--- src/rtl/scl_pacer_pkg.sv ---
package scl_pacer_pkg;

    localparam int LO_W  = 8;
    localparam int CNT_W = LO_W + 1;

    typedef logic [CNT_W-1:0] count_t;

    typedef enum logic [2:0] {
        PH_IDLE = 3'd0,
        PH_HOLD = 3'd1,
        PH_LOW  = 3'd2,
        PH_RISE = 3'd3,
        PH_HIGH = 3'd4
    } phase_e;

    typedef struct packed {
        count_t low_len;
        count_t high_len;
        logic   two;
    } pace_cfg_t;

    function automatic count_t build_count(input logic ext, input logic [LO_W-1:0] lo,
                                           input logic ext_en);
        count_t v;
        v = {ext & ext_en, lo};
        if (v == '0) v = count_t'(1);
        return v;
    endfunction

    function automatic count_t mid_point(input count_t len);
        return (len - count_t'(1)) >> 1;
    endfunction

endpackage

--- src/rtl/scl_pacer_sync.sv ---
module scl_pacer_sync #(
    parameter int STAGES = 2
) (
    input  logic clk,
    input  logic rst,
    input  logic d,
    output logic q
);
    genvar i;
    for (i = 0; i < STAGES; i++) begin : g_stage
        logic ff;
        if (i == 0) begin : g_first
            always_ff @(posedge clk) begin
                if (rst) ff <= 1'b1;
                else     ff <= d;
            end
        end else begin : g_next
            always_ff @(posedge clk) begin
                if (rst) ff <= 1'b1;
                else     ff <= g_stage[i-1].ff;
            end
        end
    end

    assign q = g_stage[STAGES-1].ff;
endmodule

--- src/rtl/scl_pacer_tick.sv ---
module scl_pacer_tick (
    input  logic clk,
    input  logic rst,
    input  logic clear,
    input  logic run,
    input  logic two,
    output logic tick
);
    logic half_q;

    assign tick = run && (!two || half_q);

    always_ff @(posedge clk) begin
        if (rst || clear || !run) half_q <= 1'b0;
        else if (two)             half_q <= ~half_q;
        else                      half_q <= 1'b0;
    end

    AST_TICK_SPACING: assert property (@(posedge clk) disable iff (rst)
        (two && $past(two) && $past(run) && run && tick) |-> !$past(tick));
endmodule

--- src/rtl/scl_pacer_count.sv ---
module scl_pacer_count
    import scl_pacer_pkg::*;
(
    input  logic   clk,
    input  logic   rst,
    input  logic   clear,
    input  logic   tick,
    input  count_t target,
    input  count_t mid_at,
    output logic   done,
    output logic   mid_hit
);
    count_t           cnt_q;
    logic [CNT_W:0]   next_c;

    assign next_c  = {1'b0, cnt_q} + {{CNT_W{1'b0}}, 1'b1};
    assign done    = tick && (next_c >= {1'b0, target});
    assign mid_hit = tick && (cnt_q == mid_at);

    always_ff @(posedge clk) begin
        if (rst || clear)              cnt_q <= '0;
        else if (tick && cnt_q != '1)  cnt_q <= next_c[CNT_W-1:0];
    end
endmodule

--- src/rtl/i2c_scl_pacer.sv ---
module i2c_scl_pacer
    import scl_pacer_pkg::*;
#(
    parameter bit EXT_BIT_EN  = 1'b1,
    parameter int SYNC_STAGES = 2
) (
    input  logic            clk,
    input  logic            rst,
    input  logic            enable,
    input  logic            div_two,
    input  logic [LO_W-1:0] low_count,
    input  logic            low_count_ext,
    input  logic [LO_W-1:0] high_count,
    input  logic            high_count_ext,
    input  logic            start_req,
    input  logic            stop_req,
    input  logic            scl_in,
    output logic            scl_drive_low,
    output logic            fall_strobe,
    output logic            mid_strobe,
    output logic            busy
);
    localparam int BLANK_W = $clog2(SYNC_STAGES + 1);

    pace_cfg_t           cfg;
    phase_e              state_q, state_d;
    logic                stop_pend_q, stop_any;
    logic [BLANK_W-1:0]  blank_q;
    logic                blank_ok;
    logic                fall_q;
    logic                scl_seen;
    logic                timed, clear, tick, done, mid_hit;
    count_t              target;

    assign cfg.low_len  = build_count(low_count_ext,  low_count,  EXT_BIT_EN);
    assign cfg.high_len = build_count(high_count_ext, high_count, EXT_BIT_EN);
    assign cfg.two      = div_two;

    scl_pacer_sync #(.STAGES(SYNC_STAGES)) u_sync (
        .clk(clk), .rst(rst), .d(scl_in), .q(scl_seen)
    );

    assign timed  = (state_q == PH_HOLD) || (state_q == PH_LOW) || (state_q == PH_HIGH);
    assign target = (state_q == PH_LOW) ? cfg.low_len : cfg.high_len;
    assign clear  = (state_d != state_q);

    scl_pacer_tick u_tick (
        .clk(clk), .rst(rst), .clear(clear), .run(timed), .two(cfg.two), .tick(tick)
    );

    scl_pacer_count u_count (
        .clk(clk), .rst(rst), .clear(clear), .tick(tick), .target(target),
        .mid_at(mid_point(cfg.high_len)), .done(done), .mid_hit(mid_hit)
    );

    assign stop_any = stop_pend_q || stop_req;
    assign blank_ok = (blank_q >= BLANK_W'(SYNC_STAGES));

    always_comb begin
        state_d = state_q;
        if (!enable) begin
            state_d = PH_IDLE;
        end else begin
            unique case (state_q)
                PH_IDLE: if (start_req)           state_d = PH_HOLD;
                PH_HOLD: if (done)                state_d = stop_any ? PH_IDLE : PH_LOW;
                PH_LOW:  if (done)                state_d = PH_RISE;
                PH_RISE: if (blank_ok && scl_seen) state_d = PH_HIGH;
                PH_HIGH: if (done)                state_d = stop_any ? PH_IDLE : PH_LOW;
                default:                          state_d = PH_IDLE;
            endcase
        end
    end

    always_ff @(posedge clk) begin
        if (rst) begin
            state_q     <= PH_IDLE;
            stop_pend_q <= 1'b0;
            blank_q     <= '0;
            fall_q      <= 1'b0;
        end else begin
            state_q <= state_d;
            fall_q  <= (state_d == PH_LOW) && (state_q != PH_LOW);
            if (state_d == PH_IDLE)
                stop_pend_q <= 1'b0;
            else if (stop_req && state_q != PH_IDLE)
                stop_pend_q <= 1'b1;
            if (clear)
                blank_q <= '0;
            else if (state_q == PH_RISE && !blank_ok)
                blank_q <= blank_q + BLANK_W'(1);
        end
    end

    assign scl_drive_low = (state_q == PH_LOW);
    assign fall_strobe   = fall_q;
    assign mid_strobe    = (state_q == PH_HIGH) && mid_hit;
    assign busy          = (state_q != PH_IDLE);

    AST_DISABLED_QUIET: assert property (@(posedge clk) disable iff (rst)
        !$past(enable) |-> (!scl_drive_low && !fall_strobe && !mid_strobe && !busy));
    AST_FALL_OPENS_LOW: assert property (@(posedge clk) disable iff (rst)
        fall_strobe |-> (scl_drive_low && !$past(scl_drive_low)));
    AST_MID_WHILE_HIGH: assert property (@(posedge clk) disable iff (rst)
        mid_strobe |-> (!scl_drive_low && !fall_strobe));
    AST_HIGH_AFTER_SEEN: assert property (@(posedge clk) disable iff (rst)
        (state_q == PH_HIGH && $past(state_q) == PH_RISE) |-> $past(scl_seen));
    AST_END_ON_STOP: assert property (@(posedge clk) disable iff (rst)
        (state_q == PH_IDLE && $past(state_q) == PH_HIGH && $past(enable))
            |-> $past(stop_pend_q || stop_req));
endmodule

--- config.mk ---
export PLATFORM = sky130hd
export DESIGN_NAME = i2c_scl_pacer
export DESIGN_NICKNAME = d
export VERILOG_FILES = /design/src/rtl/scl_pacer_pkg.sv /design/src/rtl/scl_pacer_sync.sv /design/src/rtl/scl_pacer_tick.sv /design/src/rtl/scl_pacer_count.sv /design/src/rtl/i2c_scl_pacer.sv
export SDC_FILE = /design/constraint.sdc
export NUM_CORES = 1
export LEC_CHECK = 0
export BUFFER_PORTS_ARGS = -buffer_cell sky130_fd_sc_hd__buf_4
export CORE_MARGIN = 2
export CORE_UTILIZATION = 45
export DETAILED_ROUTE_END_ITERATION = 10
export PLACE_DENSITY = 0.69
export SYNTH_ARGS = -nofsm -noshare
export SYNTH_HDL_FRONTEND = slang
export SYNTH_HIERARCHICAL = 1
export SYNTH_SLANG_ARGS = --single-unit
--- constraint.sdc ---
create_clock -name clk -period 4 [get_ports clk]
set_input_delay 0.6 -clock clk [delete_from_list [all_inputs] [get_ports clk]]
set_output_delay 0.6 -clock clk [all_outputs]
set_load 0.02 [all_outputs]
==> flow_summary.toml, run 1 <==
[status]
status = "complete, no violations"

[sta]
fin_ws_ns = 0.264
fmax_mhz = 268
tns_ns = 0
maxSlewViolCount = 0
finClkSkew_ns = 0.00241
setup-violations-final = 0
min_period_over_period = 0.934
hold_viol = 0
fin_crit_ns = 3.74
rsz0062_at_grt = "false"

[synthesis]
yosysTopAreaCell = "dfxtp_1"
synth_fa_ha_area_frac = 0.0931
ys_seq_elements = 19
synth_compound_area_frac = 0.123
netlist_area_sq_um = 1750
synthSimpleGateAreaFrac = 0.279
synth.area.top_cells = "dfxtp_1 (22%), ha_1 (9.3%), xnor2_1 (8.5%), xor2_1 (5.5%), nor2_1 (4.9%)"
seq_area_frac_synth = 0.218
synth_top_cell_area_share = 0.218
synth_fp_nets = 242
synth_top_family_by_area = "simple AND/OR/NAND/NOR gates"
synthArstFlopShare = 0
synthDistinctLibCells = 58
synthXorXnorAreaFrac = 0.140
syn_avg_cell_area_sq_um = 8.56
ys.flop_type = "dfxtp_1"
synth_enable_flop_cells = 0
synthCells = 204
yosys_warnings = 6
synth_mux_area_frac = 0.0752

[routing]
drc_errors = 0
antenna_left = 0
num_vias = 1454
first_iter_violations = 42
vias_per_cell = 5.19
dr.pass1.iters = 4
wl_um = 3480
wl_per_cell_um = 12.4

[cts]
clock_path_buffers = 2
cts-htree-levels = 1
cts_tree = "done"
cts_root_buf = "clkbuf_8"
cts.clk_slew.worst_paths_ns = 0.07
cts_setup_buffers = 0
clock_sinks = 19
insertion_delay_ns = 0.25
holdBufCountCts = 0
cts_resized = 0
cts_made_buffers = 3

[placement]
hpwl_um = 2830
place_ws_ns = -0.0141
port_buffers = 28
gp_congestion = 0.842

[final_layout]
utilization = 0.558
drive_gt1_frac = 0.267
syn_to_final_growth_pct = 17.8
seqCellArea_sq_um = 380
multi_input_area_sq_um = 1260
nNetsFinal = 271
antenna_cells = 0
nFillCells = 370

[floorplanning]
std_cell_rows = 22
dieWidth_um = 66.3
initial_utilization = 0.474
die_h_um = 66.3
die_area_sq_um = 4400
coreArea_sq_um = 3690
ios = 29

[worst_setup_path]
crit_path_cell_trace = "buf_4, or4_4, nor2_1, a31oi_1, ha_1, nand2_1, nor2_1, xor2_1, xnor2_1, nand4_1, nor4_2, nor4b_1, buf_4"
worst-r2r-setup-slack_ns = 0.41
max_stage_delay_ns = 0.54
reg2reg_depth = 15
cp.required_ns = 3.40
crit_start = "high_count[7]"
cp-endpoint = "mid_strobe"
r2r-start = "state_q[2]"
cp.arrival_ns = 3.14
critPathCaptureType = "output port"
worstSetupStartpointType = "input pin"
worstSetupPathType = "input pin to output port"
slowest_stage = "or4_4"
crit_fanout = 3
reg2reg_to = "u_count/cnt_q[3]"

[global_route]
antenna_found_initial = 0
grt_use_total = 0.175
grt_pass1_vias = 1347
grt_pass1_wl_um = 6040
grt_overflow_total = 0
grt_max_degree = 15

[worst_hold_path]
min_path_cells = 1
min-delay-start = "u_sync/g_stage[0].ff"
hold_path_class = "flop to flop"

[power]
powerDensity_nw_per_um2 = 197
p_leak_nw = 0.875
vdd_drop_max_v = 0.000112

[run]
cap_viol_max_count = 0
layout make-up:
type                            count  area share
Tap cell                           48      0.0292
Multi-Input combinational cell    159       0.611
Sequential cell                    19       0.185
Timing Repair Buffer               34       0.124
Inverter                           16      0.0292
Clock buffer                        4      0.0219
registers in the layout, indices dropped and copies added (netlist names):
name and flops:
u_count/cnt_q 9, state_q 3, blank_q 2, fall_strobe 1, stop_pend_q 1, u_sync/g_stage.ff 1
u_sync/q 1, u_tick/half_q 1
synth_stat cells (all sizes together), types with 3 or more instances:
master / n
ha: 13
or3: 3
inv: 16
nand4: 3
buf: 8
nor2: 23
dfxtp: 19
mux2: 9
mux2i: 3
nand2: 8
nor3: 6
xor2: 11
nor4: 5
a21oi: 8
nand2b: 5
xnor2: 17
nor4b: 5
or2: 3
o21ai: 9
cells by family after synthesis:
logic type / count (synthesis)
adder cells (fa/ha/maj): 13
multiplexers: 12
buffers and inverters: 26
XOR/XNOR: 28
flip-flops: 19
other: 1
AO/OA/AOI/OAI: 32
AND/OR/NAND/NOR: 73
metal layers:
metal / track usage / part of all wire / up-vias
met5: 0 / 0 / -
met4: 0.0536 / 0.0077 / 0
met3: 0.0204 / 0.034 / 2
met2: 0.266 / 0.44 / 25
met1: 0.256 / 0.52 / 655
li1: - / - / 772
worst min-delay path by stage:
stage | slack, ns | to
final | 0.41 | u_sync/q
after floorplan | 0.38 | u_sync/q
after CTS | 0.41 | u_sync/q
after global routing | 0.46 | u_sync/q
after detailed placement | 0.39 | u_sync/q
after global placement | 0.39 | u_sync/q
through the flow:
step	cells	instance area (sq um)	power [mW]	hold WS, ns
finish	280	2060	0.405	0.408
global route	280	2060	0.427	0.463
CTS	280	2050	0.409	0.412
detailed placement	276	2000	0.277	0.393
global placement	276	2000	0.276	0.387
floorplan	204	1750	0.240	0.383
placed cells by master (no fill, tap or decap), types with 2 or more instances in the layout:
| cell type | Yosys | layout |
|---|---|---|
| or2_1 | 2 | 2 |
| nand3_4 | 2 | 2 |
| nor4b_2 | 3 | 3 |
| nand2b_1 | 4 | 4 |
| a21oi_1 | 8 | 8 |
| mux2_2 | 5 | 5 |
| mux2i_1 | 3 | 3 |
| and3_1 | 2 | 2 |
| inv_1 | 15 | 15 |
| clkbuf_8 | 0 | 3 |
| ha_1 | 13 | 13 |
| nor3_2 | 2 | 2 |
| buf_4 | 2 | 34 |
| o2111ai_1 | 2 | 2 |
| nor4_1 | 4 | 3 |
| nand4_1 | 3 | 3 |
| o21ai_0 | 7 | 7 |
| nor3_1 | 4 | 4 |
| nor2_1 | 23 | 22 |
| nor4_2 | 1 | 2 |
| xor2_1 | 11 | 11 |
| xnor2_1 | 17 | 17 |
| mux2_1 | 4 | 4 |
| nand2_1 | 8 | 8 |
| or3_1 | 3 | 3 |
| dfxtp_1 | 19 | 19 |
critical path, delay by kind of cell:
family	cells	cell delay [ns]
xor+xnor	2	0.38
compound gates	1	0.11
fa+ha+maj	1	0.22
simple gates	7	1.50
buf+inv	2	0.32
power breakdown:
group          internal, mW  switching, mW  leakage [nW]
Sequential            0.191        0.00107         0.154
Clock                0.0707         0.0612        0.0228
Combinational        0.0414         0.0400         0.699
Note: power is estimated with default switching activity, not from simulation.
==> run 2, diff against run 1 <==
--- a/config.mk
+++ b/config.mk
@@ -9,7 +9,8 @@
 export CORE_MARGIN = 2
 export CORE_UTILIZATION = 45
 export DETAILED_ROUTE_END_ITERATION = 10
-export PLACE_DENSITY = 0.69
+export PLACE_DENSITY = 0.66
+export SKIP_LAST_GASP = 1
 export SYNTH_ARGS = -nofsm -noshare
 export SYNTH_HDL_FRONTEND = slang
 export SYNTH_HIERARCHICAL = 1
==> constraint.sdc (replaced) <==
create_clock -name clk -period 4.3 [get_ports clk]
set_input_delay 0.645 -clock clk [delete_from_list [all_inputs] [get_ports clk]]
set_output_delay 0.645 -clock clk [all_outputs]
set_load 0.02 [all_outputs]
==> flow_summary.toml, run 2 (same netlist as run 1, synthesis figures left out) <==
[sta]
rsz0062_at_grt = "false"
fin_crit_ns = 3.88
maxSlewViolCount = 0
min_period_over_period = 0.903
hold_viol = 0
tns_ns = 0
fmax_mhz = 258
setup-violations-final = 0
finClkSkew_ns = 0.00470
worst_hold_slack_ns = 0.406

[routing]
drc_errors = 0
first_iter_violations = 36
wl_per_cell_um = 12.1
num_vias = 1405
antenna_left = 0
wl_um = 3350
dr.pass1.iters = 4
vias_per_cell = 5.07

[final_layout]
seqCellArea_sq_um = 380
largest_reg_flops = 9
drive_gt1_frac = 0.249
final_cell_area_sq_um = 2020
multi_input_area_sq_um = 1250
nNetsFinal = 268
largest_register = "u_count/cnt_q"
nFillCells = 366
largestRegisters = "u_count/cnt_q: 9 flops, state_q: 3 flops, blank_q: 2 flops"
final_cell_mix = "buf_4 (31), nor2_1 (23), dfxtp_1 (19)"
syn_to_final_growth_pct = 15.9
final_common_cell = "buf_4"
antenna_cells = 0

[global_route]
grt_pass1_vias = 1336
grt_max_degree = 15
antenna_found_initial = 0
grt_use_total = 0.167
grt_overflow_total = 0
grt_pass1_wl_um = 5750

[worst_setup_path]
critPathCaptureType = "flop"
crit_start = "high_count[7]"
worstSetupPathType = "input pin to flop"
cp.required_ns = 4.48
worst-r2r-setup-slack_ns = 0.56
cp.arrival_ns = 4.07
r2r-start = "u_count/cnt_q[1]"
reg2reg_depth = 15
reg2reg_to = "u_count/cnt_q[0]"
worstSetupStartpointType = "input pin"
crit_fanout = 9

[worst_hold_path]
min_to = "u_sync/q"
min_path_cells = 1
hold_path_class = "flop to flop"
min-delay-start = "u_sync/g_stage[0].ff"

[power]
vdd_drop_max_v = 0.000112
powerDensity_nw_per_um2 = 184
p_leak_nw = 0.859

[placement]
place_area_sq_um = 1980
port_buffers = 28
hpwl_um = 2760
gp_congestion = 0.832

[floorplanning]
die_area_sq_um = 4400
coreArea_sq_um = 3690
std_cell_rows = 22
initial_utilization = 0.474
die_h_um = 66.3
ios = 29
dieWidth_um = 66.3

[cts]
cts.clk_slew.worst_paths_ns = 0.07
clock_sinks = 19
cts_resized = 0
clock_path_buffers = 2
cts_made_buffers = 3
cts_tree = "done"
cts-htree-levels = 1
cts_setup_buffers = 0
holdBufCountCts = 0
insertion_delay_ns = 0.25
cts_root_buf = "clkbuf_8"

[status]
status = "complete, no violations"

[run]
cap_viol_max_count = 0
## run 2: cell types whose count changed in the layout (fill, tap and decap cells not counted)
cell,before,now
buf_4,34,31
nor4_2,2,1
nor2_2,1,0
nor2_1,22,23
nor4_1,3,4
or2_2,0,1
or2_4,1,0
## run 2: metrics by stage
stage	power, mW	std cells	utilization	setup slack, ns
after floorplan	0.223	204	-	0.484
after global placement	0.255	273	0.537	0.197
after detailed placement	0.256	273	0.537	0.138
after CTS	0.378	277	0.549	0.379
after global routing	0.394	277	0.549	0.103
final	0.373	277	0.549	0.417
## run 2: cell type report
type	instances	share of cell area
Tap cell	48	0.0297
Multi-Input combinational cell	159	0.616
Inverter	16	0.0297
Sequential cell	19	0.188
Clock buffer	4	0.0222
Timing Repair Buffer	31	0.115
## run 2: layer usage
| metal | share of wire | GRT usage | wire, um |
|---|---|---|---|
| met5 | 0 | 0 | 0 |
| met4 | 0.0099 | 0.0485 | 33 |
| met3 | 0.049 | 0.0239 | 163 |
| met2 | 0.40 | 0.260 | 1350 |
| met1 | 0.54 | 0.236 | 1810 |
## run 2: worst max-delay path by stage
stage          slack (ns)          endpoint
2_1_floorplan        0.48  u_count/cnt_q[3]
3_3_place_gp         0.20  u_count/cnt_q[4]
3_5_place_dp         0.14  u_count/cnt_q[4]
4_1_cts              0.38  u_count/cnt_q[4]
5_1_grt              0.10  u_count/cnt_q[4]
6_report             0.42  u_count/cnt_q[4]
## run 2: report_power, final
part	internal [mW]	total, mW	switching, mW
clock	0.0658	0.121	0.0556
combinational	0.0365	0.0717	0.0351
sequential	0.178	0.180	0.00213
total	0.280	0.373	0.0928
## run 2: worst max-delay path, cell delays in order
cell      delay [ns]
buf_4           0.12
or4_4           0.54
nor2_1          0.10
a31oi_1         0.11
mux2i_1         0.14
ha_1            0.24
nand2b_1        0.13
a21o_1          0.17
a211oi_1        0.28
o22ai_1         0.20
mux2_2          0.30
a22oi_1         0.18
o22ai_2         0.15
nand2b_1        0.21
or2_2           0.40
a21oi_1         0.13
